File: config.mk
export PLATFORM = sky130hd
export DESIGN_NAME = toggle_flash_seq
export DESIGN_NICKNAME = d
export VERILOG_FILES = /design/src/rtl/fsq_pkg.sv /design/src/rtl/fsq_cmd_table.sv /design/src/rtl/fsq_gap_timer.sv /design/src/rtl/fsq_poll_count.sv /design/src/rtl/toggle_flash_seq.sv
export SDC_FILE = /design/constraint.sdc
export NUM_CORES = 1
export LEC_CHECK = 0
export ABC_AREA = 1
export ABC_CLOCK_PERIOD_IN_PS = 5800
export CELL_PAD_IN_SITES_DETAIL_PLACEMENT = 0
export CELL_PAD_IN_SITES_GLOBAL_PLACEMENT = 1
export CORE_MARGIN = 2
export CORE_UTILIZATION = 42
export CTS_BUF_LIST = sky130_fd_sc_hd__clkbuf_8
export DETAILED_ROUTE_END_ITERATION = 16
export GPL_ROUTABILITY_DRIVEN = 0
export PLACE_DENSITY_LB_ADDON = 0.1
export SLEW_MARGIN = 10
export SYNTH_ARGS = -nofsm -noshare
export SYNTH_HDL_FRONTEND = slang
export SYNTH_SLANG_ARGS = --single-unit
File: constraint.sdc
create_clock -name clk -period 5.8 [get_ports clk]
set_input_delay 1.16 -clock clk [delete_from_list [all_inputs] [get_ports clk]]
set_output_delay 1.16 -clock clk [all_outputs]
set_load 0.02 [all_outputs]
File: src/rtl/fsq_pkg.sv
package fsq_pkg;

    typedef enum logic [3:0] {
        S_IDLE,
        S_CMD,
        S_GAP,
        S_POLL_A,
        S_POLL_B,
        S_RST,
        S_RST_GAP,
        S_VERIFY,
        S_FINISH
    } fsq_state_e;

    typedef enum logic {
        OP_ERASE = 1'b0,
        OP_PROG  = 1'b1
    } fsq_op_e;

    localparam logic [7:0] K_UNLOCK_A  = 8'hAA;
    localparam logic [7:0] K_UNLOCK_B  = 8'h55;
    localparam logic [7:0] K_ERASE_ARM = 8'h80;
    localparam logic [7:0] K_ERASE_GO  = 8'h30;
    localparam logic [7:0] K_PROG_ARM  = 8'hA0;
    localparam logic [7:0] K_DEV_RESET = 8'hF0;
    localparam logic [7:0] K_BLANK     = 8'hFF;

endpackage

File: src/rtl/fsq_cmd_table.sv
module fsq_cmd_table
    import fsq_pkg::*;
#(
    parameter int OFS_W = 13
) (
    input  fsq_op_e          op,
    input  logic [2:0]       step,
    input  logic [OFS_W-1:0] ofs,
    input  logic [7:0]       data,
    output logic [OFS_W-1:0] cmd_ofs,
    output logic [7:0]       cmd_data,
    output logic             last
);
    localparam logic [OFS_W-1:0] ADDR_HI = OFS_W'(12'h555);
    localparam logic [OFS_W-1:0] ADDR_LO = OFS_W'(12'h2AA);

    always_comb begin
        cmd_ofs  = '0;
        cmd_data = K_UNLOCK_A;
        last     = 1'b0;
        if (op == OP_ERASE) begin
            case (step)
                3'd0:    begin cmd_ofs = ADDR_HI; cmd_data = K_UNLOCK_A;  end
                3'd1:    begin cmd_ofs = ADDR_LO; cmd_data = K_UNLOCK_B;  end
                3'd2:    begin cmd_ofs = ADDR_HI; cmd_data = K_ERASE_ARM; end
                3'd3:    begin cmd_ofs = ADDR_HI; cmd_data = K_UNLOCK_A;  end
                3'd4:    begin cmd_ofs = ADDR_LO; cmd_data = K_UNLOCK_B;  end
                default: begin cmd_ofs = '0; cmd_data = K_ERASE_GO; last = 1'b1; end
            endcase
        end else begin
            case (step)
                3'd0:    begin cmd_ofs = ADDR_HI; cmd_data = K_UNLOCK_A; end
                3'd1:    begin cmd_ofs = ADDR_LO; cmd_data = K_UNLOCK_B; end
                3'd2:    begin cmd_ofs = ADDR_HI; cmd_data = K_PROG_ARM; end
                default: begin cmd_ofs = ofs; cmd_data = data; last = 1'b1; end
            endcase
        end
    end
endmodule

File: src/rtl/fsq_gap_timer.sv
module fsq_gap_timer #(
    parameter int GAP_CYC = 200,
    localparam int DW = $clog2(GAP_CYC + 1)
) (
    input  logic clk,
    input  logic rst_n,
    input  logic load,
    output logic expired
);
    logic [DW-1:0] cnt_q;

    always_ff @(posedge clk or negedge rst_n) begin
        if (!rst_n) begin
            cnt_q <= '0;
        end else if (load) begin
            cnt_q <= DW'(GAP_CYC - 1);
        end else if (cnt_q != '0) begin
            cnt_q <= cnt_q - 1'b1;
        end
    end

    assign expired = (cnt_q == '0);
endmodule

File: src/rtl/fsq_poll_count.sv
module fsq_poll_count #(
    parameter int POLL_LIMIT = 1000000,
    localparam int PW = $clog2(POLL_LIMIT + 1)
) (
    input  logic clk,
    input  logic rst_n,
    input  logic clr,
    input  logic inc,
    output logic at_limit
);
    logic [PW-1:0] cnt_q;

    always_ff @(posedge clk or negedge rst_n) begin
        if (!rst_n) begin
            cnt_q <= '0;
        end else if (clr) begin
            cnt_q <= '0;
        end else if (inc) begin
            cnt_q <= cnt_q + 1'b1;
        end
    end

    assign at_limit = (cnt_q == PW'(POLL_LIMIT - 1));
endmodule

File: src/rtl/toggle_flash_seq.sv
module toggle_flash_seq
    import fsq_pkg::*;
#(
    parameter int BANK_BYTES = 8192,
    parameter int BANK_W     = 1,
    parameter int GAP_CYC    = 200,
    parameter int POLL_LIMIT = 1000000,
    localparam int OFS_W     = $clog2(BANK_BYTES),
    localparam int FA_W      = BANK_W + OFS_W
) (
    input  logic              clk,
    input  logic              rst_n,
    input  logic              start_erase,
    input  logic              start_prog,
    input  logic [BANK_W-1:0] bank_sel,
    output logic [OFS_W-1:0]  buf_addr,
    input  logic [7:0]        buf_data,
    output logic              busy,
    output logic              done,
    output logic              timeout_err,
    output logic              verify_err,
    output logic [FA_W-1:0]   fl_addr,
    output logic [7:0]        fl_wdata,
    input  logic [7:0]        fl_rdata,
    output logic              fl_we,
    output logic              fl_re
);
    fsq_state_e        state_q, state_d;
    fsq_op_e           op_q;
    logic [BANK_W-1:0] bank_q;
    logic [OFS_W-1:0]  ofs_q;
    logic [2:0]        step_q;
    logic [7:0]        first_q;
    logic              tmo_q, vfy_q;

    logic [OFS_W-1:0]  cmd_ofs;
    logic [7:0]        cmd_data;
    logic              cmd_last;
    logic              gap_load, gap_done;
    logic              poll_clr, poll_inc, poll_last;
    logic              start_any, settled, ofs_last, vfy_bad;
    logic [7:0]        vfy_exp;

    fsq_cmd_table #(.OFS_W(OFS_W)) u_cmd (
        .op       (op_q),
        .step     (step_q),
        .ofs      (ofs_q),
        .data     (buf_data),
        .cmd_ofs  (cmd_ofs),
        .cmd_data (cmd_data),
        .last     (cmd_last)
    );

    fsq_gap_timer #(.GAP_CYC(GAP_CYC)) u_gap (
        .clk     (clk),
        .rst_n   (rst_n),
        .load    (gap_load),
        .expired (gap_done)
    );

    fsq_poll_count #(.POLL_LIMIT(POLL_LIMIT)) u_poll (
        .clk      (clk),
        .rst_n    (rst_n),
        .clr      (poll_clr),
        .inc      (poll_inc),
        .at_limit (poll_last)
    );

    assign start_any = start_erase | start_prog;
    assign settled   = ((first_q ^ fl_rdata) == 8'h00);
    assign ofs_last  = (ofs_q == {OFS_W{1'b1}});
    assign vfy_exp   = (op_q == OP_ERASE) ? K_BLANK : buf_data;
    assign vfy_bad   = (fl_rdata != vfy_exp);
    assign gap_load  = (state_q == S_CMD) || (state_q == S_RST);
    assign poll_clr  = (state_q == S_CMD);
    assign poll_inc  = (state_q == S_POLL_B) && !settled;

    // next-state logic
    always_comb begin
        state_d = state_q;
        unique case (state_q)
            S_IDLE:    if (start_any) state_d = S_CMD;
            S_CMD:     state_d = S_GAP;
            S_GAP:     if (gap_done) state_d = cmd_last ? S_POLL_A : S_CMD;
            S_POLL_A:  state_d = S_POLL_B;
            S_POLL_B: begin
                if (settled) begin
                    state_d = (op_q == OP_PROG && !ofs_last) ? S_CMD : S_RST;
                end else begin
                    state_d = poll_last ? S_RST : S_POLL_A;
                end
            end
            S_RST:     state_d = S_RST_GAP;
            S_RST_GAP: if (gap_done) state_d = S_VERIFY;
            S_VERIFY:  if (vfy_bad || ofs_last) state_d = S_FINISH;
            S_FINISH:  state_d = S_IDLE;
            default:   state_d = S_IDLE;
        endcase
    end

    // state register and datapath registers
    always_ff @(posedge clk or negedge rst_n) begin
        if (!rst_n) begin
            state_q <= S_IDLE;
            op_q    <= OP_ERASE;
            bank_q  <= '0;
            ofs_q   <= '0;
            step_q  <= '0;
            first_q <= '0;
            tmo_q   <= 1'b0;
            vfy_q   <= 1'b0;
        end else begin
            state_q <= state_d;
            unique case (state_q)
                S_IDLE: begin
                    if (start_any) begin
                        op_q   <= start_erase ? OP_ERASE : OP_PROG;
                        bank_q <= bank_sel;
                        ofs_q  <= '0;
                        step_q <= '0;
                        tmo_q  <= 1'b0;
                        vfy_q  <= 1'b0;
                    end
                end
                S_GAP: begin
                    if (gap_done && !cmd_last) step_q <= step_q + 3'd1;
                end
                S_POLL_A: first_q <= fl_rdata;
                S_POLL_B: begin
                    if (settled) begin
                        if (op_q == OP_PROG && !ofs_last) begin
                            ofs_q  <= ofs_q + 1'b1;
                            step_q <= '0;
                        end
                    end else if (poll_last) begin
                        tmo_q <= 1'b1;
                    end
                end
                S_RST_GAP: begin
                    if (gap_done) ofs_q <= '0;
                end
                S_VERIFY: begin
                    if (vfy_bad) vfy_q <= 1'b1;
                    else if (!ofs_last) ofs_q <= ofs_q + 1'b1;
                end
                S_CMD, S_RST, S_FINISH: ;
                default: ;
            endcase
        end
    end

    // outputs
    always_comb begin
        busy        = (state_q != S_IDLE);
        done        = (state_q == S_FINISH);
        timeout_err = tmo_q;
        verify_err  = vfy_q;
        buf_addr    = ofs_q;
        fl_we       = 1'b0;
        fl_re       = 1'b0;
        fl_wdata    = K_DEV_RESET;
        fl_addr     = {bank_q, {OFS_W{1'b0}}};
        unique case (state_q)
            S_CMD: begin
                fl_we    = 1'b1;
                fl_addr  = {bank_q, cmd_ofs};
                fl_wdata = cmd_data;
            end
            S_POLL_A, S_POLL_B: fl_re = 1'b1;
            S_RST:    fl_we = 1'b1;
            S_VERIFY: begin
                fl_re   = 1'b1;
                fl_addr = {bank_q, ofs_q};
            end
            S_IDLE, S_GAP, S_RST_GAP, S_FINISH: ;
            default: ;
        endcase
    end
endmodule

# After elaboration in Yosys (flattened, before gate mapping)
# Cells that the tools add are included.
[word_totals]
ff_bits = 60
inputBits = 21
wordCells = 123
out_inout_bits = 41
[classes]
bitwise_logic = 2
muxes = 46
n_reduce_logical = 34
n_eq_ne = 27
n_addsub = 4
[ops]
columns = ["cell", "count"]
rows = [
  ["$mux 13", 7],
  ["$pmux 13 s2", 2],
  ["$pmux 13 s4", 1],
  ["$pmux 8 s3", 2],
  ["$mux 20", 2],
  ["$mux 8", 5],
  ["$pmux 4 s8", 1],
  ["$ne 2x2->1 const B", 11],
  ["$pmux 11 s2", 1],
  ["$mux 3", 7],
  ["$add 20x1->20 const B", 1],
  ["$eq 20x20->1 const B", 1],
  ["$eq 4x3->1 const B", 4],
  ["$logic_not 8->1", 2],
  ["$mux 4", 4],
  ["$add 13x1->13 const B", 1],
  ["$eq 13x13->1 const B", 1],
  ["$mux 1", 10],
  ["$pmux 3 s3", 1],
  ["$reduce_or 3->1", 3],
  ["$eq 4x2->1 const B", 2],
  ["$ne 8x8->1", 1],
  ["$reduce_and 4->1", 2],
  ["$reduce_bool 2->1", 4],
  ["other kinds (26)", 37],
]

# Logic depth before layout (Yosys ltp)
# Gate-level depths: netlist (run 1).
[logic_depth]
depth_word = 8
mapped_depth = 13
ltp_nobuf = 12

# Modules after synthesis
# A second synthesis (run 1) with hierarchy kept.
[unflattened]
cells_unflattened = 693
hier_area_um2 = 4606.9
[modules_own_cells]
columns = ["module", "seq_area_each_um2", "cells_per_inst", "area_per_inst_um2", "n_inst"]
rows = [
  ["toggle_flash_seq", 800.8, 380, 2566.2, 1],
  ["fsq_poll_count", 500.5, 168, 1186.1, 1],
  ["fsq_gap_timer", 200.2, 69, 509.2, 1],
  ["fsq_cmd_table", 0.0, 76, 345.3, 1],
]

# Least setup slack after synthesis (run 1)
# Ideal clock, no wire load.
[synth_path]
path_kind = "reg2out"
start = "reg step_q[0]"
end = "out fl_addr[3]"
n_path_buf = 0
stages_incl_launch_ff = 8
path_slack_ns = 2.756
arrival_time_ns = 1.884
t_required_ns = 4.640
cell_sequence = "dfrtp_1 inv_1 ha_1 o21ai_1 inv_1 o21ai_1 inv_1 o21ai_0"
[synth_via]
elab_chain_len = 5
word_cells_on_any_way = 12
classes_between = "eq/ne (4); mux (4); reduce/logical (4)"
[synth_lines]
columns = ["element", "line_no", "source"]
rows = [
  ["start, declared", "toggle_flash_seq.sv:32", "logic [2:0] step_q;"],
  ["start signal, assigned", "toggle_flash_seq.sv:126", "if (gap_done && !cmd_last) step_q <= step_q + 3'd1;"],
  ["$eq 3x2->1 (tied with other cells)", "fsq_cmd_table.sv:22", "case (step)"],
  ["$reduce_or 3->1 (no line) / $reduce_or 2->1 (equally long branches)", "-", ""],
  ["$pmux 11 s2 / $pmux 13 s2 (equally long branches)", "fsq_cmd_table.sv:22, fsq_cmd_table.sv:31", ""],
  ["$mux 13 (*)", "fsq_cmd_table.sv:21", "if (op == OP_ERASE) begin"],
  ["$pmux 13 s2 (*)", "toggle_flash_seq.sv:163", "unique case (state_q)"],
  ["end, declared", "toggle_flash_seq.sv:22", "output logic [FA_W-1:0] fl_addr,"],
]
# Every way passes the cells marked *; elsewhere a longest branch is shown, timed or not.

# Worst setup path in the final report (run 1)
# Same ends and word-level chain as after synthesis.

==> impl_metrics.json, run 1 <==
{
  "crit_arrival_ns": 3.10,
  "drive_gt1_frac": 0.0859,
  "h-tree-depth": 3,
  "grt_pass1_vias": 4054,
  "power_density_mw_per_mm2": 388,
  "io_pins": 62,
  "hold_class": "reg -> reg",
  "layout_common_cells": "173 x nand2_1, 81 x inv_1, 75 x nor2_1",
  "ys_warn_count": 0,
  "fp.coreArea_mm2": 0.0102,
  "design_area_mm2": 0.00522,
  "syn-mean-instance-area_um2": 6.73,
  "place_area_mm2": 0.00503,
  "crit_end": "fl_addr[3]",
  "cts_hold_buf": 0,
  "comb_power_share": 0.518,
  "setup_slack_ns": 1.54,
  "seqPwrFrac": 0.296,
  "worst_path_most_repeated_cell": "inv_1",
  "leakagePower_nw": 2.39,
  "hpwl_mm": 8.52,
  "worstPathCellList": "inv_1 -> ha_1 -> o21ai_1 -> inv_1 -> o21ai_1 -> inv_1 -> o21ai_0 -> clkdlybuf4s50_1",
  "cts_made_buffers": 9,
  "fill_cells": 1041,
  "r2r_setup_slack_ns": 3.29,
  "ys_async_sr_fraction": 1.00,
  "numClockSinks": 60,
  "synth_ff_type": "dfrtp_1",
  "synth_cell_type_count": 38,
  "postLayoutCoreUtil": 0.513,
  "port_buffers": 61,
  "clkPwrFrac": 0.186,
  "swShare": 0.469,
  "netlist_area_mm2": 0.00436,
  "crit_path_end_kind": "primary output",
  "report.final.slew_viol_count": 0,
  "cts_resized": 0,
  "clockRootBuffer": "clkbuf_8",
  "die_area_mm2": 0.0112,
  "ir_worst_vdd_mv": 0.228,
  "fin_skew_ns": 0.0134,
  "cts_setup_buffers": 0,
  "start_util": 0.428,
  "clock_path_buffers": 2,
  "cpPeakStageDelay_ns": 0.65,
  "clk_latency_ns": 0.35,
  "required_ns": 4.64,
  "grt.total_usage": 0.220,
  "ant_nets": 0,
  "drcViolationCount": 0,
  "max_clock_freq_mhz": 234,
  "num_vias": 4230,
  "setup_tns_ns": 0,
  "worstSetupPathType": "reg -> out",
  "tightest_slew_ns": 0.930,
  "place_ws_ns": 1.95,
  "synth-seq-cells": 60,
  "slew_headroom": 0.378,
  "path_clk_slew_ns": 0.07,
  "grt_pass1_wl_mm": 19.7,
  "synth_seq_area_share": 0.345,
  "n_antenna_cell": 0,
  "setup_viol": 0,
  "cp-startpoint": "step_q[0]$_DFFE_PN0P_",
  "avgRoutedWirePerCell_um": 13.7,
  "via_per_inst": 5.00,
  "status": "finished, final reports clean",
  "finalNetCount": 735,
  "reg2reg_from": "op_q$_DFFE_PN0P_",
  "cp-start-kind": "flop",
  "overflow": 0,
  "drv_cap": 0,
  "cts_tree": "built",
  "die_h_um": 106,
  "crit_fanout": 7,
  "rsz0062_at_grt": "false",
  "finalHoldViolCount": 0,
  "synth_nets": 677,
  "r2r-end": "buf_addr[2]$_DFFE_PN0P_",
  "fp-row-count": 37,
  "area_growth_pct": 19.9,
  "power.internal_mw": 1.08,
  "drt-total-wl_mm": 11.6,
  "min_period_ns": 4.26,
  "syn_inst": 647,
  "power_switching_mw": 0.951,
  "period_share": 0.735,
  "hold_slack_ns": 0.496,
  "drt_first_pass_iters": 5,
  "synth_edf_count": 0,
  "drtIter0Drc": 182,
  "grt_max_degree": 61,
  "r2r_cells": 11,
  "antenna_found_initial": 0,
  "fp.dieW_um": 106,
  "cp_slowest_cell": "clkdlybuf4s50_1",
  "final_common_cell": "nand2_1"
}
-- area by class of cell --
class	count	area, um2	share of cell area
clock buffer	10	138	0.0264
sequential	60	1500	0.288
tap	136	170	0.0326
multi-input combinational	484	2410	0.462
clock inverter	6	56.3	0.0108
timing repair buffer	62	613	0.117
inverter	88	330	0.0633
-- registers in the layout, summed over array words and instances, names as in the netlist --
signal and count:
u_poll.cnt_q 20, step_q 3, bank_q 1, u_gap.cnt_q 8
timeout_err 1, first_q 8, buf_addr 13, state_q 4
op_q 1, verify_err 1
-- per-layer routing --
| metal | track usage | vias to the layer above | wire (um) |
|---|---|---|---|
| met5 | 0 | - | 0 |
| met4 | 0.0602 | 0 | 187 |
| met3 | 0.0414 | 13 | 468 |
| met2 | 0.362 | 79 | 5350 |
| met1 | 0.295 | 1965 | 5590 |
| li1 | - | 2173 | - |
-- kinds of logic (layout without fill, tap and decap cells) --
kind of cell               after synthesis  in the layout  synth area share
and+or+nand+nor                        370            370             0.376
adders and majority gates                9              9            0.0259
buffers and inverters                  103            166             0.101
xor gates and xnor gates                26             26            0.0523
DFF                                     60             60             0.345
AOI/OAI and AO/OA                       79             79             0.100
-- stage by stage --
step                      instances  total power [mW]
after global placement          830              1.65
after floorplan                 647              1.36
after detailed placement        830              1.66
after global routing            846              2.20
final                           846              2.03
after CTS                       846              2.05
-- worst min-delay path by stage --
stage	start	to	cells after the start
floorplan	bank_q$_DFFE_PN0P_	bank_q$_DFFE_PN0P_	2
global placement	u_gap.cnt_q[0]$_DFFE_PN0P_	u_gap.cnt_q[0]$_DFFE_PN0P_	1
detailed placement	u_gap.cnt_q[0]$_DFFE_PN0P_	u_gap.cnt_q[0]$_DFFE_PN0P_	1
CTS	u_gap.cnt_q[0]$_DFFE_PN0P_	u_gap.cnt_q[0]$_DFFE_PN0P_	1
global route	bank_q$_DFFE_PN0P_	bank_q$_DFFE_PN0P_	2
finish	u_gap.cnt_q[0]$_DFFE_PN0P_	u_gap.cnt_q[0]$_DFFE_PN0P_	1
-- worst max-delay path: cells and delay by family, from the launching register on --
family                     cells  cell delay (ns)
DFF                            1             0.43
adders and majority gates      1             0.24
AOI/OAI and AO/OA              3             1.04
buffers and inverters          4             1.03
-- power groups by stage --
| stage | sequential [mW] | combinational, mW | clock (mW) |
|---|---|---|---|
| floorplan | 0.577 | 0.779 | 0 |
| global placement | 0.603 | 1.05 | 0 |
| detailed placement | 0.607 | 1.05 | 0 |
| CTS | 0.600 | 1.06 | 0.388 |
| global route | 0.616 | 1.18 | 0.409 |
| finish | 0.600 | 1.05 | 0.378 |
-- synth_stat cells, types with 7 or more instances --
library cell  number  area share
nor3_1            14       0.016
nand2_1          173        0.15
a21oi_1           19       0.022
xnor2_1            7       0.014
nand4_1           10       0.014
inv_1             79       0.068
xor2_1            19       0.038
nor2_1            75       0.065
nand2_2           22       0.032
o21ai_0           43       0.049
inv_2              8      0.0069
nand3_1           58       0.067
ha_1               9       0.026
dfrtp_1           60        0.34
Note: power is estimated with default switching activity, not from simulation.
==> run 2: changes to the inputs <==
--- a/config.mk
+++ b/config.mk
@@ -6,11 +6,11 @@
 export NUM_CORES = 1
 export LEC_CHECK = 0
 export ABC_AREA = 1
-export ABC_CLOCK_PERIOD_IN_PS = 5800
+export ABC_CLOCK_PERIOD_IN_PS = 4100
 export CELL_PAD_IN_SITES_DETAIL_PLACEMENT = 0
 export CELL_PAD_IN_SITES_GLOBAL_PLACEMENT = 1
 export CORE_MARGIN = 2
-export CORE_UTILIZATION = 42
+export CORE_UTILIZATION = 40
 export CTS_BUF_LIST = sky130_fd_sc_hd__clkbuf_8
 export DETAILED_ROUTE_END_ITERATION = 16
 export GPL_ROUTABILITY_DRIVEN = 0
==> constraint.sdc (replaced) <==
create_clock -name clk -period 4.1 [get_ports clk]
set_input_delay 0.82 -clock clk [delete_from_list [all_inputs] [get_ports clk]]
set_output_delay 0.82 -clock clk [all_outputs]
set_load 0.02 [all_outputs]
==> run 2 against run 1 <==
- clock skew fell by 0.0056 ns
- flip-flop and latch count did not move
- core utilization fell by 2.5 points
- critical path depth did not move
- clock-buffer cell count rose by 2
- hold slack got worse by 0.093 ns
- final cell count rose by 0.71%
==> impl_metrics.json, run 2 (synthesis results as in run 1) <==
{
  "status": "finished, final reports clean",
  "drive_gt1_frac": 0.0913,
  "cts_hold_buf": 0,
  "tightest_slew_ns": 0.564,
  "avgRoutedWirePerCell_um": 13.9,
  "crit_fanout": 7,
  "setup_tns_ns": 0,
  "area_growth_pct": 20.3,
  "fp.coreArea_mm2": 0.0107,
  "drcViolationCount": 0,
  "largest_reg_flops": 20,
  "port_buffers": 61,
  "regArea_mm2": 0.00150,
  "crit_path_end_kind": "primary output",
  "crit_arrival_ns": 2.97,
  "power_density_mw_per_mm2": 548,
  "max_clock_freq_mhz": 264,
  "hpwl_mm": 8.75,
  "worstSetupPathType": "reg -> out",
  "finalHoldViolCount": 0,
  "fp-row-count": 38,
  "cp-start-kind": "flop",
  "required_ns": 3.28,
  "die_h_um": 108,
  "clock_path_buffers": 2,
  "postLayoutCoreUtil": 0.487,
  "fp.dieW_um": 108,
  "top_register": "u_poll.cnt_q",
  "hold_class": "in -> async",
  "die_area_mm2": 0.0117,
  "drv_cap": 0,
  "drtIter0Drc": 226,
  "final_common_cell": "nand2_1",
  "clockRootBuffer": "clkbuf_8",
  "cts_made_buffers": 9,
  "cts_tree": "built",
  "grt_max_degree": 43,
  "h-tree-depth": 3,
  "grt.total_usage": 0.222,
  "period_share": 0.924,
  "n_antenna_cell": 0,
  "slew_headroom": 0.624,
  "rsz0062_at_grt": "false",
  "ant_nets": 0,
  "grt_pass1_vias": 3998,
  "clk_latency_ns": 0.35,
  "cts_setup_buffers": 0,
  "finalNetCount": 739,
  "numClockSinks": 60,
  "drt_first_pass_iters": 5,
  "report.final.slew_viol_count": 0,
  "drt-total-wl_mm": 11.8,
  "multi_input_area_mm2": 0.00241,
  "r2r_setup_slack_ns": 1.97,
  "antenna_found_initial": 0,
  "min_period_ns": 3.79,
  "fin_skew_ns": 0.00780,
  "reg2reg_from": "u_poll.cnt_q[0]$_DFFE_PN0P_",
  "start_util": 0.405,
  "num_vias": 4178,
  "fill_cells": 1118,
  "via_per_inst": 4.90,
  "grt_pass1_wl_mm": 20.1,
  "layout_common_cells": "173 x nand2_1, 79 x inv_1, 75 x nor2_1",
  "cp-startpoint": "step_q[0]$_DFFE_PN0P_",
  "ir_worst_vdd_mv": 0.354,
  "cts_resized": 0,
  "overflow": 0,
  "setup_viol": 0,
  "leakagePower_nw": 2.40,
  "path_clk_slew_ns": 0.07,
  "io_pins": 62
}
[run 2: routing by layer]
layer	global-route usage	vias to the layer above	share of wire
li1	-	2184	-
met1	0.305	1904	0.49
met2	0.346	72	0.46
met3	0.0398	18	0.034
met4	0.0907	0	0.021
met5	0	-	0
[run 2: final cells by class]
class                   instances  area share
flip-flops and latches         60       0.287
well taps                     140      0.0334
multi-input cells             484       0.461
repair buffers                 66       0.123
inverters                      88      0.0631
clock inverters                 2     0.00191
clock buffers                  12      0.0315
[run 2: worst paths after layout]
check,to,cells after the start
setup reg to reg,u_poll.cnt_q[16]$_DFFE_PN0P_,8
max in group asynchronous,buf_addr[0]$_DFFE_PN0P_,2
hold reg to reg,u_gap.cnt_q[0]$_DFFE_PN0P_,1
min in group clk,u_gap.cnt_q[0]$_DFFE_PN0P_,1
setup / recovery,fl_addr[3],8
hold / removal,first_q[1]$_DFFE_PN0P_,1
[run 2: critical path, cell delays in order (launching register included)]
cell	delay (ns)
dfrtp_1	0.43
inv_1	0.11
ha_1	0.25
o21ai_1	0.42
inv_1	0.14
o21ai_1	0.36
inv_1	0.11
o21ai_0	0.17
clkdlybuf4s50_1	0.62
[run 2: where the power goes]
group	switching (mW)	internal, mW	total (mW)	leakage, nW
clock network	0.239	0.260	0.499	0.0941
logic	1.01	0.539	1.55	1.51
registers	0.109	0.714	0.823	0.793
total	1.36	1.51	2.87	2.40
[run 2: stage by stage]
step	instances	setup WS, ns	power [mW]	cell area (um2)	hold WS [ns]
floorplan	647	1.40	1.92	4360	0.443
global placement	838	0.749	2.37	5060	0.491
detailed placement	838	0.641	2.38	5060	0.483
CTS	852	0.247	2.90	5240	0.410
global route	852	0.0279	3.13	5240	0.421
finish	852	0.311	2.87	5240	0.403
